File: config.mk
export PLATFORM = sky130hd
export DESIGN_NAME = op2_shifter
export DESIGN_NICKNAME = d
export VERILOG_FILES = /design/src/rtl/op2_pkg.sv /design/src/rtl/op2_rotr.sv /design/src/rtl/op2_imm_expand.sv /design/src/rtl/op2_shift_core.sv /design/src/rtl/op2_shifter.sv
export SDC_FILE = /design/constraint.sdc
export NUM_CORES = 1
export LEC_CHECK = 0
export ABC_AREA = 1
export BUFFER_PORTS_ARGS = -buffer_cell sky130_fd_sc_hd__buf_2
export CAP_MARGIN = 5
export CORE_MARGIN = 2
export CORE_UTILIZATION = 60
export DETAILED_ROUTE_END_ITERATION = 6
export PLACE_DENSITY = 0.95
export SYNTH_ARGS = -nofsm -noshare
export SYNTH_HDL_FRONTEND = slang
export SYNTH_SLANG_ARGS = --single-unit
export TNS_END_PERCENT = 5
File: constraint.sdc
create_clock -name vclk -period 7.22
set_input_delay 1.083 -clock vclk [all_inputs]
set_output_delay 1.083 -clock vclk [all_outputs]
set_load 0.01 [all_outputs]
File: src/rtl/op2_pkg.sv
package op2_pkg;
  typedef enum logic [1:0] {
    SH_LSL = 2'b00,
    SH_LSR = 2'b01,
    SH_ASR = 2'b10,
    SH_ROR = 2'b11
  } shift_kind_e;
endpackage

File: src/rtl/op2_rotr.sv
// Log-depth right rotator: stage s rotates by 2**s when amt_i[s] is set.
module op2_rotr #(
  parameter int W = 32
) (
  input  logic [W-1:0]         data_i,
  input  logic [$clog2(W)-1:0] amt_i,
  output logic [W-1:0]         data_o
);
  localparam int SW = $clog2(W);

  logic [W-1:0] stg [SW+1];

  assign stg[0] = data_i;

  for (genvar s = 0; s < SW; s++) begin : g_stage
    localparam int D = 1 << s;
    assign stg[s+1] = amt_i[s] ? {stg[s][D-1:0], stg[s][W-1:D]} : stg[s];
  end

  assign data_o = stg[SW];
endmodule

File: src/rtl/op2_imm_expand.sv
module op2_imm_expand #(
  parameter int W     = 32,
  parameter int VAL_W = 8,
  parameter int ROT_W = 4
) (
  input  logic [VAL_W+ROT_W-1:0] imm_i,
  input  logic                   carry_i,
  output logic [W-1:0]           val_o,
  output logic                   carry_o
);
  localparam int SW = $clog2(W);

  logic [ROT_W-1:0] rot_cnt;
  logic [SW-1:0]    rot_amt;
  logic [W-1:0]     base;

  assign rot_cnt = imm_i[VAL_W+ROT_W-1:VAL_W];
  // rotation is twice the count
  assign rot_amt = SW'({rot_cnt, 1'b0});
  assign base    = W'(imm_i[VAL_W-1:0]);

  op2_rotr #(.W(W)) u_rot (
    .data_i (base),
    .amt_i  (rot_amt),
    .data_o (val_o)
  );

  assign carry_o = (rot_cnt == '0) ? carry_i : val_o[W-1];
endmodule

File: src/rtl/op2_shift_core.sv
module op2_shift_core
  import op2_pkg::*;
#(
  parameter int W     = 32,
  parameter int AMT_W = 8
) (
  input  logic [W-1:0]     data_i,
  input  logic [AMT_W-1:0] amt_i,
  input  shift_kind_e      kind_i,
  input  logic             carry_i,
  output logic [W-1:0]     data_o,
  output logic             carry_o
);
  localparam int SW = $clog2(W);
  localparam logic [AMT_W-1:0] AMT_FULL = AMT_W'(W);

  logic [SW-1:0] lo;
  logic [SW-1:0] rot_amt;
  logic [SW-1:0] lsl_idx;
  logic [SW-1:0] rsh_idx;
  logic [W-1:0]  rot_val;
  logic [W-1:0]  mask_r;
  logic [W-1:0]  mask_l;
  logic          amt_zero;
  logic          amt_full;
  logic          amt_over;
  logic          sign;

  assign lo       = amt_i[SW-1:0];
  assign amt_zero = (amt_i == '0);
  assign amt_full = (amt_i == AMT_FULL);
  assign amt_over = (amt_i > AMT_FULL);
  assign sign     = data_i[W-1];

  // left shift = right rotate by (W - n) then mask
  assign lsl_idx = ~lo + 1'b1;
  assign rsh_idx = lo - 1'b1;
  assign rot_amt = (kind_i == SH_LSL) ? lsl_idx : lo;
  assign mask_r  = {W{1'b1}} >> lo;
  assign mask_l  = {W{1'b1}} << lo;

  op2_rotr #(.W(W)) u_rot (
    .data_i (data_i),
    .amt_i  (rot_amt),
    .data_o (rot_val)
  );

  always_comb begin
    data_o  = data_i;
    carry_o = carry_i;
    if (!amt_zero) begin
      unique case (kind_i)
        SH_LSL: begin
          if (amt_full) begin
            data_o  = '0;
            carry_o = data_i[0];
          end else if (amt_over) begin
            data_o  = '0;
            carry_o = 1'b0;
          end else begin
            data_o  = rot_val & mask_l;
            carry_o = data_i[lsl_idx];
          end
        end
        SH_LSR: begin
          if (amt_full) begin
            data_o  = '0;
            carry_o = data_i[W-1];
          end else if (amt_over) begin
            data_o  = '0;
            carry_o = 1'b0;
          end else begin
            data_o  = rot_val & mask_r;
            carry_o = data_i[rsh_idx];
          end
        end
        SH_ASR: begin
          if (amt_full || amt_over) begin
            data_o  = {W{sign}};
            carry_o = sign;
          end else begin
            data_o  = (rot_val & mask_r) | ({W{sign}} & ~mask_r);
            carry_o = data_i[rsh_idx];
          end
        end
        SH_ROR: begin
          if (lo == '0) begin
            data_o  = data_i;
            carry_o = data_i[W-1];
          end else begin
            data_o  = rot_val;
            carry_o = rot_val[W-1];
          end
        end
        default: begin
          data_o  = data_i;
          carry_o = carry_i;
        end
      endcase
    end
  end
endmodule

File: src/rtl/op2_shifter.sv
module op2_shifter
  import op2_pkg::*;
#(
  parameter int W      = 32,
  parameter int VAL_W  = 8,
  parameter int ROT_W  = 4,
  parameter int SHIM_W = 5,
  parameter int AMT_W  = 8
) (
  input  logic                   imm_mode_i,
  input  logic [VAL_W+ROT_W-1:0] imm12_i,
  input  logic [W-1:0]           rm_val_i,
  input  logic [1:0]             shift_code_i,
  input  logic                   amt_sel_reg_i,
  input  logic [SHIM_W-1:0]      amt_imm_i,
  input  logic [W-1:0]           rs_val_i,
  input  logic                   carry_i,
  output logic [W-1:0]           operand_o,
  output logic                   carry_o
);
  logic [AMT_W-1:0] amt;
  logic [W-1:0]     imm_val;
  logic             imm_c;
  logic [W-1:0]     sh_val;
  logic             sh_c;
  logic             unused_rs_hi;

  assign unused_rs_hi = ^rs_val_i[W-1:AMT_W];
  assign amt = amt_sel_reg_i ? rs_val_i[AMT_W-1:0] : AMT_W'(amt_imm_i);

  op2_imm_expand #(.W(W), .VAL_W(VAL_W), .ROT_W(ROT_W)) u_imm (
    .imm_i   (imm12_i),
    .carry_i (carry_i),
    .val_o   (imm_val),
    .carry_o (imm_c)
  );

  op2_shift_core #(.W(W), .AMT_W(AMT_W)) u_sh (
    .data_i  (rm_val_i),
    .amt_i   (amt),
    .kind_i  (shift_kind_e'(shift_code_i)),
    .carry_i (carry_i),
    .data_o  (sh_val),
    .carry_o (sh_c)
  );

  assign operand_o = imm_mode_i ? imm_val : sh_val;
  assign carry_o   = imm_mode_i ? imm_c   : sh_c;
endmodule

Word level (Yosys, flattened, before mapping). Cells that the tools add are included.

Add/subtract/negate cells: 2. Reductions and logical operators: 5. Shift-type cells: 2. Magnitude comparators: 3. Muxes and demuxes: 34. Equality and inequality tests: 4. Bitwise logic cells: 6.

Operators with widths (number): $mux W32 (17); $pmux W32 S4 (1); $and A32 B32 Y32 (3); $not A32 Y32 (1); $or A32 B32 Y32 (1); $shl A32 B5 Y32 const A (1); $shr A32 B5 Y32 const A (1); $lt A5 B6 Y1 const B (2); $mux W1 (11); $bmux W1 S5 (2); $eq A8 B6 Y1 const B (1); $gt A8 B6 Y1 const B (1); $logic_not A8 Y1 (1); $mux W8 (1); $add A5 B1 Y5 const B (1); $logic_not A5 Y1 (1); $mux W5 (1); $not A5 Y5 (1); $sub A5 B1 Y5 const B (1); $eq A2 B2 Y1 const B (2); $logic_not A4 Y1 (1); $pmux W1 S4 (1); $eq A2 B1 Y1 const B (1); $logic_not A2 Y1 (1); $logic_or A1 B1 Y1 (1).

Output and inout bits: 33. Register bits after elaboration: 0. Word-level logic and storage cells: 56.

Logic depth before layout (Yosys ltp). Gate-level depths: netlist of run 1.

Word-level depth: 15. Mapped depth: 24.

Cells and area by module. A second synthesis of run 1 with hierarchy kept.

Cell total of the unflattened synthesis: 1447. Area total of the unflattened synthesis: 7171.9 um^2.

By module, submodules not included: op2_rotr (area each 1974.4 um^2, cells each 392, seq. area each 0.0 um^2, times used 2); op2_shift_core (area each 2623.8 um^2, cells each 526, seq. area each 0.0 um^2, times used 1); op2_shifter (area each 566.8 um^2, cells each 130, seq. area each 0.0 um^2, times used 1); op2_imm_expand (area each 32.5 um^2, cells each 7, seq. area each 0.0 um^2, times used 1).

Worst setup path after synthesis of run 1. Ideal clock, no wire load.

Path kind: input -> output. From: in amt_sel_reg_i. To: out operand_o[9]. Setup slack: 2.686 ns. Data required time: 6.137 ns. Data arrival time: 3.451 ns. Stages: 18. Path buffers: 4. Cells stage by stage: buf_6 -> inv_8 -> nand2_4 -> nand2_4 -> buf_4 -> ha_1 -> nand3_2 -> nor2_2 -> ha_1 -> buf_2 -> clkinv_1 -> clkbuf_1 -> o21ai_0 -> o22ai_1 -> a21oi_1 -> nand2_1 -> o211ai_1 -> nand2_1.

Longest elaborated chain between the ends: 15. Elaborated cells on any way between the ends: 30. Those cells by class: 1 x add/sub; 1 x order compare; 1 x eq/ne; 2 x shift; 16 x mux; 6 x bitwise; 3 x reduce/logical.

Ends and longest elaborated chain: from (decl) (line op2_shifter.sv:14) `input logic amt_sel_reg_i,`; $mux W8 * (line op2_shifter.sv:29) `assign amt = amt_sel_reg_i ? rs_val_i[AMT_W-1:0] : AMT_W'(amt_imm_i);`; $not A5 Y5 (line op2_shift_core.sv:36) `assign lsl_idx = ~lo + 1'b1;`; $add A5 B1 Y5 (line op2_shift_core.sv:36); $mux W5 (line op2_shift_core.sv:38) `assign rot_amt = (kind_i == SH_LSL) ? lsl_idx : lo;`; $mux W32 (5 in a row) (line op2_rotr.sv:17) `assign stg[s+1] = amt_i[s] ? {stg[s][D-1:0], stg[s][W-1:D]} : stg[s];`; $and A32 B32 Y32 (on tied branches) (line op2_shift_core.sv:73, op2_shift_core.sv:82, op2_shift_core.sv:61); $or A32 B32 Y32 (tied with other cells) (line op2_shift_core.sv:82) `data_o = (rot_val & mask_r) | ({W{sign}} & ~mask_r);`; $mux W32 (on tied branches) (line op2_shift_core.sv:78, op2_shift_core.sv:54, op2_shift_core.sv:66); $pmux W32 S4 (line op2_shift_core.sv:52) `unique case (kind_i)`; $mux W32 * (line op2_shift_core.sv:51) `if (!amt_zero) begin`; $mux W32 * (line op2_shifter.sv:47) `assign operand_o = imm_mode_i ? imm_val : sh_val;`; to (decl) (line op2_shifter.sv:18) `output logic [W-1:0] operand_o,`.

Every way passes the cells marked *; elsewhere a longest branch is shown, timed or not.

Final worst setup path of run 1.
From: in amt_sel_reg_i. To: out operand_o[18].

Same word-level chain as after synthesis.

==> results, run 1 <==
- The library cell used most frequently in the layout, excluding fill and tap cells, is nand2_1.
- The core region is 9109 sq um.
- The worst setup path is launched from a primary input.
- The worst setup path is captured at a primary output.
- The count of filler cells inserted in the layout is 1022.
- The number of maximum-capacitance constraint violations is 0.
- The final worst-path setup slack is 1.252 ns.
- Entering global routing, the biggest net connects 62 pins.
- The number of antenna-violating nets in the routed design is 0.
- The cell count after synthesis came out at 1180.
- Registers take 0 sq um.
- The maximum ir drop on the vdd rail is 0.08496 mV.
- Global routing finished with a remaining overflow of 0.
- In this run the cell area of the synthesized design comes to 5555 sq um.
- For the pin with the worst max-slew slack, the measured transition is 1.229 ns.
- The number of DRC markers in iteration 0 is 1440.
- The number of nets in the synthesized netlist is 1271.
- The layout sequential cell count is 0.
- Dividing the final minimum period by the clock period gives 82.66%.
- The weighted congestion reported at the end of routability-driven placement is 1.136.
- The number of antenna violations at the first check in global routing is 0.
- The longest individual stage delay on the worst path is 0.56 ns.
- The total routed wirelength is 26040 microns.
- The signal on the critical path passes through buf_2 > nand2_2 > nand2_4 > ha_1 > inv_1 > ha_1 > inv_1 > o21ai_4 > buf_4 > mux2i_1 > nand2_1 > nand3_1 > nand2_1 > o21ai_1 > nand2_1 > nand2_1 > buf_2.
- The detailed placement HPWL is 19860 microns.
- Total power for the finished layout comes to roughly 0.67 mW.
- The wire length of the first global-routing pass is 39220 microns.
- The leakage power of the design is roughly 3.3 nW.
- The detailed router placed 8785 vias in this run.
- The largest fanout on the critical path is 27.
- The count of clock-net buffers in the final layout is 0.
- The initial standard-cell utilization of the core is 60.99%.
- The multi-input combinational cells in the finished layout cover a total of about 4800 sq um.
- STA puts the critical path data arrival time at 4.89 ns.
- Yosys printed 0 warnings.
- The clock period minus final worst setup slack is between 5 and 6 ns.
- Using the TritonRoute via totals, the vias-per-cell ratio works out to 6.615.
- In this run, post-CTS hold repair placed 0 buffers.
- Gates resized during post-CTS repair numbered 0.
- Each instance of the synthesized netlist takes up on average ~4.7 sq um.
- The site row count is 35.
- The die is between 100 and 150 microns wide.
- The floorplan step defined a die boundary enclosing between 10000 and 15000 sq um.
- The netlist uses 40 different library cells.
- The origin of the worst min-delay path is imm_mode_i.
- The first-pass iteration count of the detailed router is 7.
- The top-level port count is around 120.
- The number of port buffers is 95.
- The cell with the biggest individual delay on the critical path is o21ai_4.
- For this run, design rule violations remaining after detail routing come to 1.
- Power spread over the standard cell area amounts to 113.1 nW/um^2.
- The most prevalent standard cell on the critical path is nand2_1.
- For this run, the post-layout net count is 1310.
- The via count of the first global-routing pass was just over 7000.
- The path with the worst hold slack has its endpoint at operand_o[31].
- The max-slew violation count came to 0.
- The tightest min-delay check is of the primary input to primary output type.
- The buffer count from post-CTS setup fixing is 0.
- The worst setup slack after placement is around 1.5 ns.
- The area growth from synthesis to layout is 6.171%.
- The final cell count without fillers is 1328.
- Global routing used between 40% and 50% of the available tracks.
- The final setup violation count is 0.
- The number of hold violations in the final report was 0.
- The library cells used most frequently in the layout, excluding fill and tap cells, are nand2_1, nand3_1, inv_1.
- At the worst endpoint, the required time is between 6 and 7 ns.
- The peak clock frequency supported by timing is between 150 and 200 MHz.
- The height of the die is 100.2 microns.
- The critical path startpoint is amt_sel_reg_i.
- The flow ran to the end, but the final reports show violations.
- The checks that failed: design-rule violations.
- The number of diodes added for antenna fixing is 0.
- By startpoint and endpoint, the worst setup path is classified as primary input to primary output.
- The worst hold path depth is 4.
- Cells with a size suffix above 1 make up 12.49% of the layout.
- After detailed routing, the average wire length per cell comes to 19.61 microns.
- Setup repair after global routing left no endpoint under its margin.
- The final total negative setup slack is 0 ns.
- The sequential cell area fraction in the yosys report is 0%.
- Measured against its own limit, the worst slew margin works out to 17.80%.
- The worst-case hold slack is 2.538 ns.
- The post-placement cell count is 1328.
-- Yosys cell counts (all sizes together) (8+ instances only) --
| library cell | number | area share (%) |
|---|---|---|
| nor2 | 54 | 4.0 |
| nand2 | 467 | 34 |
| clkbuf | 34 | 2.3 |
| inv | 109 | 7.5 |
| nand3 | 223 | 20 |
| o211ai | 12 | 1.6 |
| a21oi | 48 | 4.3 |
| and2 | 8 | 0.90 |
| o21ai | 111 | 11 |
| o22ai | 24 | 2.7 |
| buf | 36 | 4.2 |
-- cell type report --
class	instances	share of cell area, %
multi-input combinational	997	80.74
timing repair buffer	107	9.588
inverter	113	7.319
tap	111	2.355
-- critical path: cells and delay by family --
family,cells,cell delay (ns)
buf+inv,5,0.95
simple gates,7,0.93
compound gates,2,0.80
fa+ha+maj,2,0.65
mux,1,0.46
-- kinds of logic (layout without fill, tap and decap cells) --
group | after synthesis | in the layout | synth area share (%)
AND/OR/NAND/NOR | 765 | 765 | 60.32
buffers and inverters | 183 | 220 | 14.28
AO/OA/AOI/OAI | 221 | 221 | 23.20
multiplexers | 6 | 6 | 1.081
adder cells (fa/ha/maj) | 5 | 5 | 1.126
-- power by group --
part / total [mW] / internal [mW] / switching, mW
registers: 0 / 0 / 0
logic: 0.667 / 0.197 / 0.470
clock network: 0 / 0 / 0
total: 0.667 / 0.197 / 0.470
-- per-layer routing --
layer / part of all wire, % / up-vias / track usage, %
li1: - / 4000 / -
met1: 37 / 3749 / 68.69
met2: 38 / 838 / 70.73
met3: 17 / 198 / 12.81
met4: 8.2 / 0 / 24.87
met5: 0 / - / 0
-- metrics by stage --
step | util, % | cell area (sq um)
2_1_floorplan | - | 5555
3_3_place_gp | 64.75 | 5898
3_5_place_dp | 64.75 | 5898
4_1_cts | 64.75 | 5898
5_1_grt | 64.75 | 5898
6_report | 64.75 | 5898
-- how the worst max path moves through the flow --
stage / to / slack, ns / depth (start not counted)
2_1_floorplan: operand_o[9] / 2.69 / 18
3_3_place_gp: operand_o[18] / 1.51 / 17
3_5_place_dp: operand_o[14] / 1.51 / 17
4_1_cts: operand_o[14] / 1.50 / 17
5_1_grt: operand_o[18] / 1.16 / 17
6_report: operand_o[18] / 1.25 / 17
Power figures use the tool's default switching activity.
==> inputs of run 2 (changes only) <==
Settings changed: CORE_UTILIZATION 60 to 53, PLACE_DENSITY 0.95 to 0.91.
Clock period 7.22 ns to 4.8 ns, I/O delays scaled along.
==> run 2 against run 1 <==
Sequential cell count unchanged. Die area grew 13%. Setup slack worse by 0.90 ns. Sequential share of layout area stayed put. The run now ends clean.
==> results, run 2 (synthesized netlist as in run 1, its figures left out) <==
- In this run the worst setup path begins at amt_sel_reg_i.
- The die covers about 11000 sq um.
- The first global-routing pass estimated 41010 microns of wire.
- The peak clock frequency supported by timing is 224.8 MHz.
- The die width is 106.4 microns.
- The type of the worst min-delay path is primary input to primary output.
- The number of antenna diodes in the final layout is 0.
- The ratio of total power to cell area is 168.9 nW/um^2.
- At the end of routability-driven placement, the weighted congestion stood at 1.086.
- The share of cells above drive strength 1 is 13.63%.
- The critical path ends at operand_o[24].
- The run finished with clean final reports.
- The final period utilization is 92.68%.
- In the layout the commonest cells are nand2_1, nand3_1, inv_1.
- The number of antenna violations at the first check in global routing is 0.
- Gates resized during post-CTS repair numbered 0.
- Across all layers, the routed design uses 8622 vias.
- Post-CTS timing repair inserted 0 buffers for setup.
- In the final routed layout, each cell accounts on average for 19.68 microns.
- The max-slew violation count is 0.
- Global routing used 46.32% of the available tracks.
- The area taken by flip-flops and latches is 0 sq um.
- During placement, the flow inserted port buffers numbering between 90 and 100.
- The critical path arrival is 3.73 ns.
- The layout sequential cell count is 0.
- Setup repair after global routing left no endpoint under its margin.
- For this configuration, the core starts out at a cell density of 54.30%.
- In the routed layout, each cell is associated on average with a via count of 6.298.
- The first detailed-routing pass ran for 6 iterations.
- For this run, the post-layout net count is 1326.
- Along the worst path, the maximum fanout reaches 9.
- The height of the die is 106.4 microns.
- After floorplanning, the core was divided into 37 placement rows.
- Clock buffers in the final layout number 0.
- The pin count of the biggest net entering global routing is 53.
- The final total negative setup slack is 0 ns.
- The floorplan step defined a core boundary enclosing 10230 sq um.
- The worst setup path is captured at a primary output.
- Relative to the synthesized area, the layout overhead comes to 9.122%.
- The worst setup path is of the primary input to primary output kind.
- The top-level port count is 119.
- Buffers inserted to repair hold after CTS numbered 0.
- The maximum ir drop on the vdd rail is 0.1542 mV.
- STA classifies the critical path startpoint as a primary input.
- The worst-case headroom to the max-slew limit is 41.11%.
- For this run the aggregate overflow at the end of global routing stands at 0.
- For this block, the initial DRC count from the detailed router was between 1500 and 2000.
- The final worst-path setup slack is ~0.35 ns.
- The data required time at the worst endpoint is 4.08 ns.
- For this run, design rule violations remaining after detail routing come to 0.
- The final setup violation count is 0.
- The number of hold violations in the final report came to 0.
- Summed over all layers, the routed wires come to 26940 microns.
- Prior to clock tree synthesis, the placed netlist has a worst setup slack of ~0.46 ns.
- The number of maximum-capacitance constraint violations is 0.
- The number of antenna-violating nets in the routed design is 0.
- The most common cell after layout, fill and taps aside is nand2_1.
- At the pin with the least slew margin, the transition time is 0.8801 ns.
- In this run the static leakage power is 3.347 nW.
- The detailed placement HPWL is ~21000 microns.
- The via count of the first global-routing pass is 7587.
- Counting I/O delays and the setup requirement, the final critical path takes 4.448 ns.
-- run 2: layout make-up --
| class | instances | area [sq um] |
|---|---|---|
| timing repair buffer | 123 | 698.2 |
| fill | 1127 | 4169 |
| tap | 136 | 170.2 |
| multi-input combinational | 997 | 4762 |
| inverter | 113 | 431.7 |
-- run 2: per-stage QoR --
| stage | instances | power [mW] | hold WS (ns) | cell area [sq um] | util [%] |
|---|---|---|---|---|---|
| floorplan | 1180 | 0.6707 | 1.562 | 5555 | - |
| global placement | 1369 | 0.9692 | 1.782 | 6062 | 59.25 |
| detailed placement | 1369 | 0.9742 | 1.784 | 6062 | 59.25 |
| CTS | 1369 | 0.9771 | 1.784 | 6062 | 59.25 |
| global route | 1369 | 1.106 | 1.821 | 6062 | 59.25 |
| finish | 1369 | 1.024 | 1.786 | 6062 | 59.25 |
-- run 2: report_power, final --
group	total (mW)	leakage [nW]	internal [mW]	switching, mW
clock	0	0	0	0
sequential	0	0	0	0
combinational	1.02	3.35	0.312	0.712
-- run 2: critical path, stage by stage --
cell and delay, ns:
buf_2 0.20, inv_8 0.15, nand2_1 0.06, nand2_1 0.13
ha_1 0.21, nand3_2 0.19, nor2_2 0.26, ha_1 0.22
clkinv_1 0.29, o21ai_0 0.30, nand2_1 0.08, o22ai_1 0.27
nand3b_1 0.18, nand2_1 0.06, o211ai_1 0.13, nand2_1 0.11
buf_2 0.16
-- run 2: metal layers --
metal	wire, microns	track usage [%]	share of wire (%)	vias up
met5	0	0	0	-
met4	1847	23.68	6.9	0
met3	4076	13.30	15	124
met2	10560	66.90	39	680
met1	10460	61.98	39	3782
li1	-	-	-	4036
-- run 2: worst min path at each step --
stage	slack, ns	endpoint	cells after the start	start
after CTS	1.78	operand_o[31]	4	imm_mode_i
final	1.79	operand_o[31]	4	imm_mode_i
after detailed placement	1.78	operand_o[31]	4	imm_mode_i
after floorplan	1.56	operand_o[31]	2	imm_mode_i
after global placement	1.78	operand_o[31]	4	imm_mode_i
after global routing	1.82	operand_o[31]	4	imm_mode_i
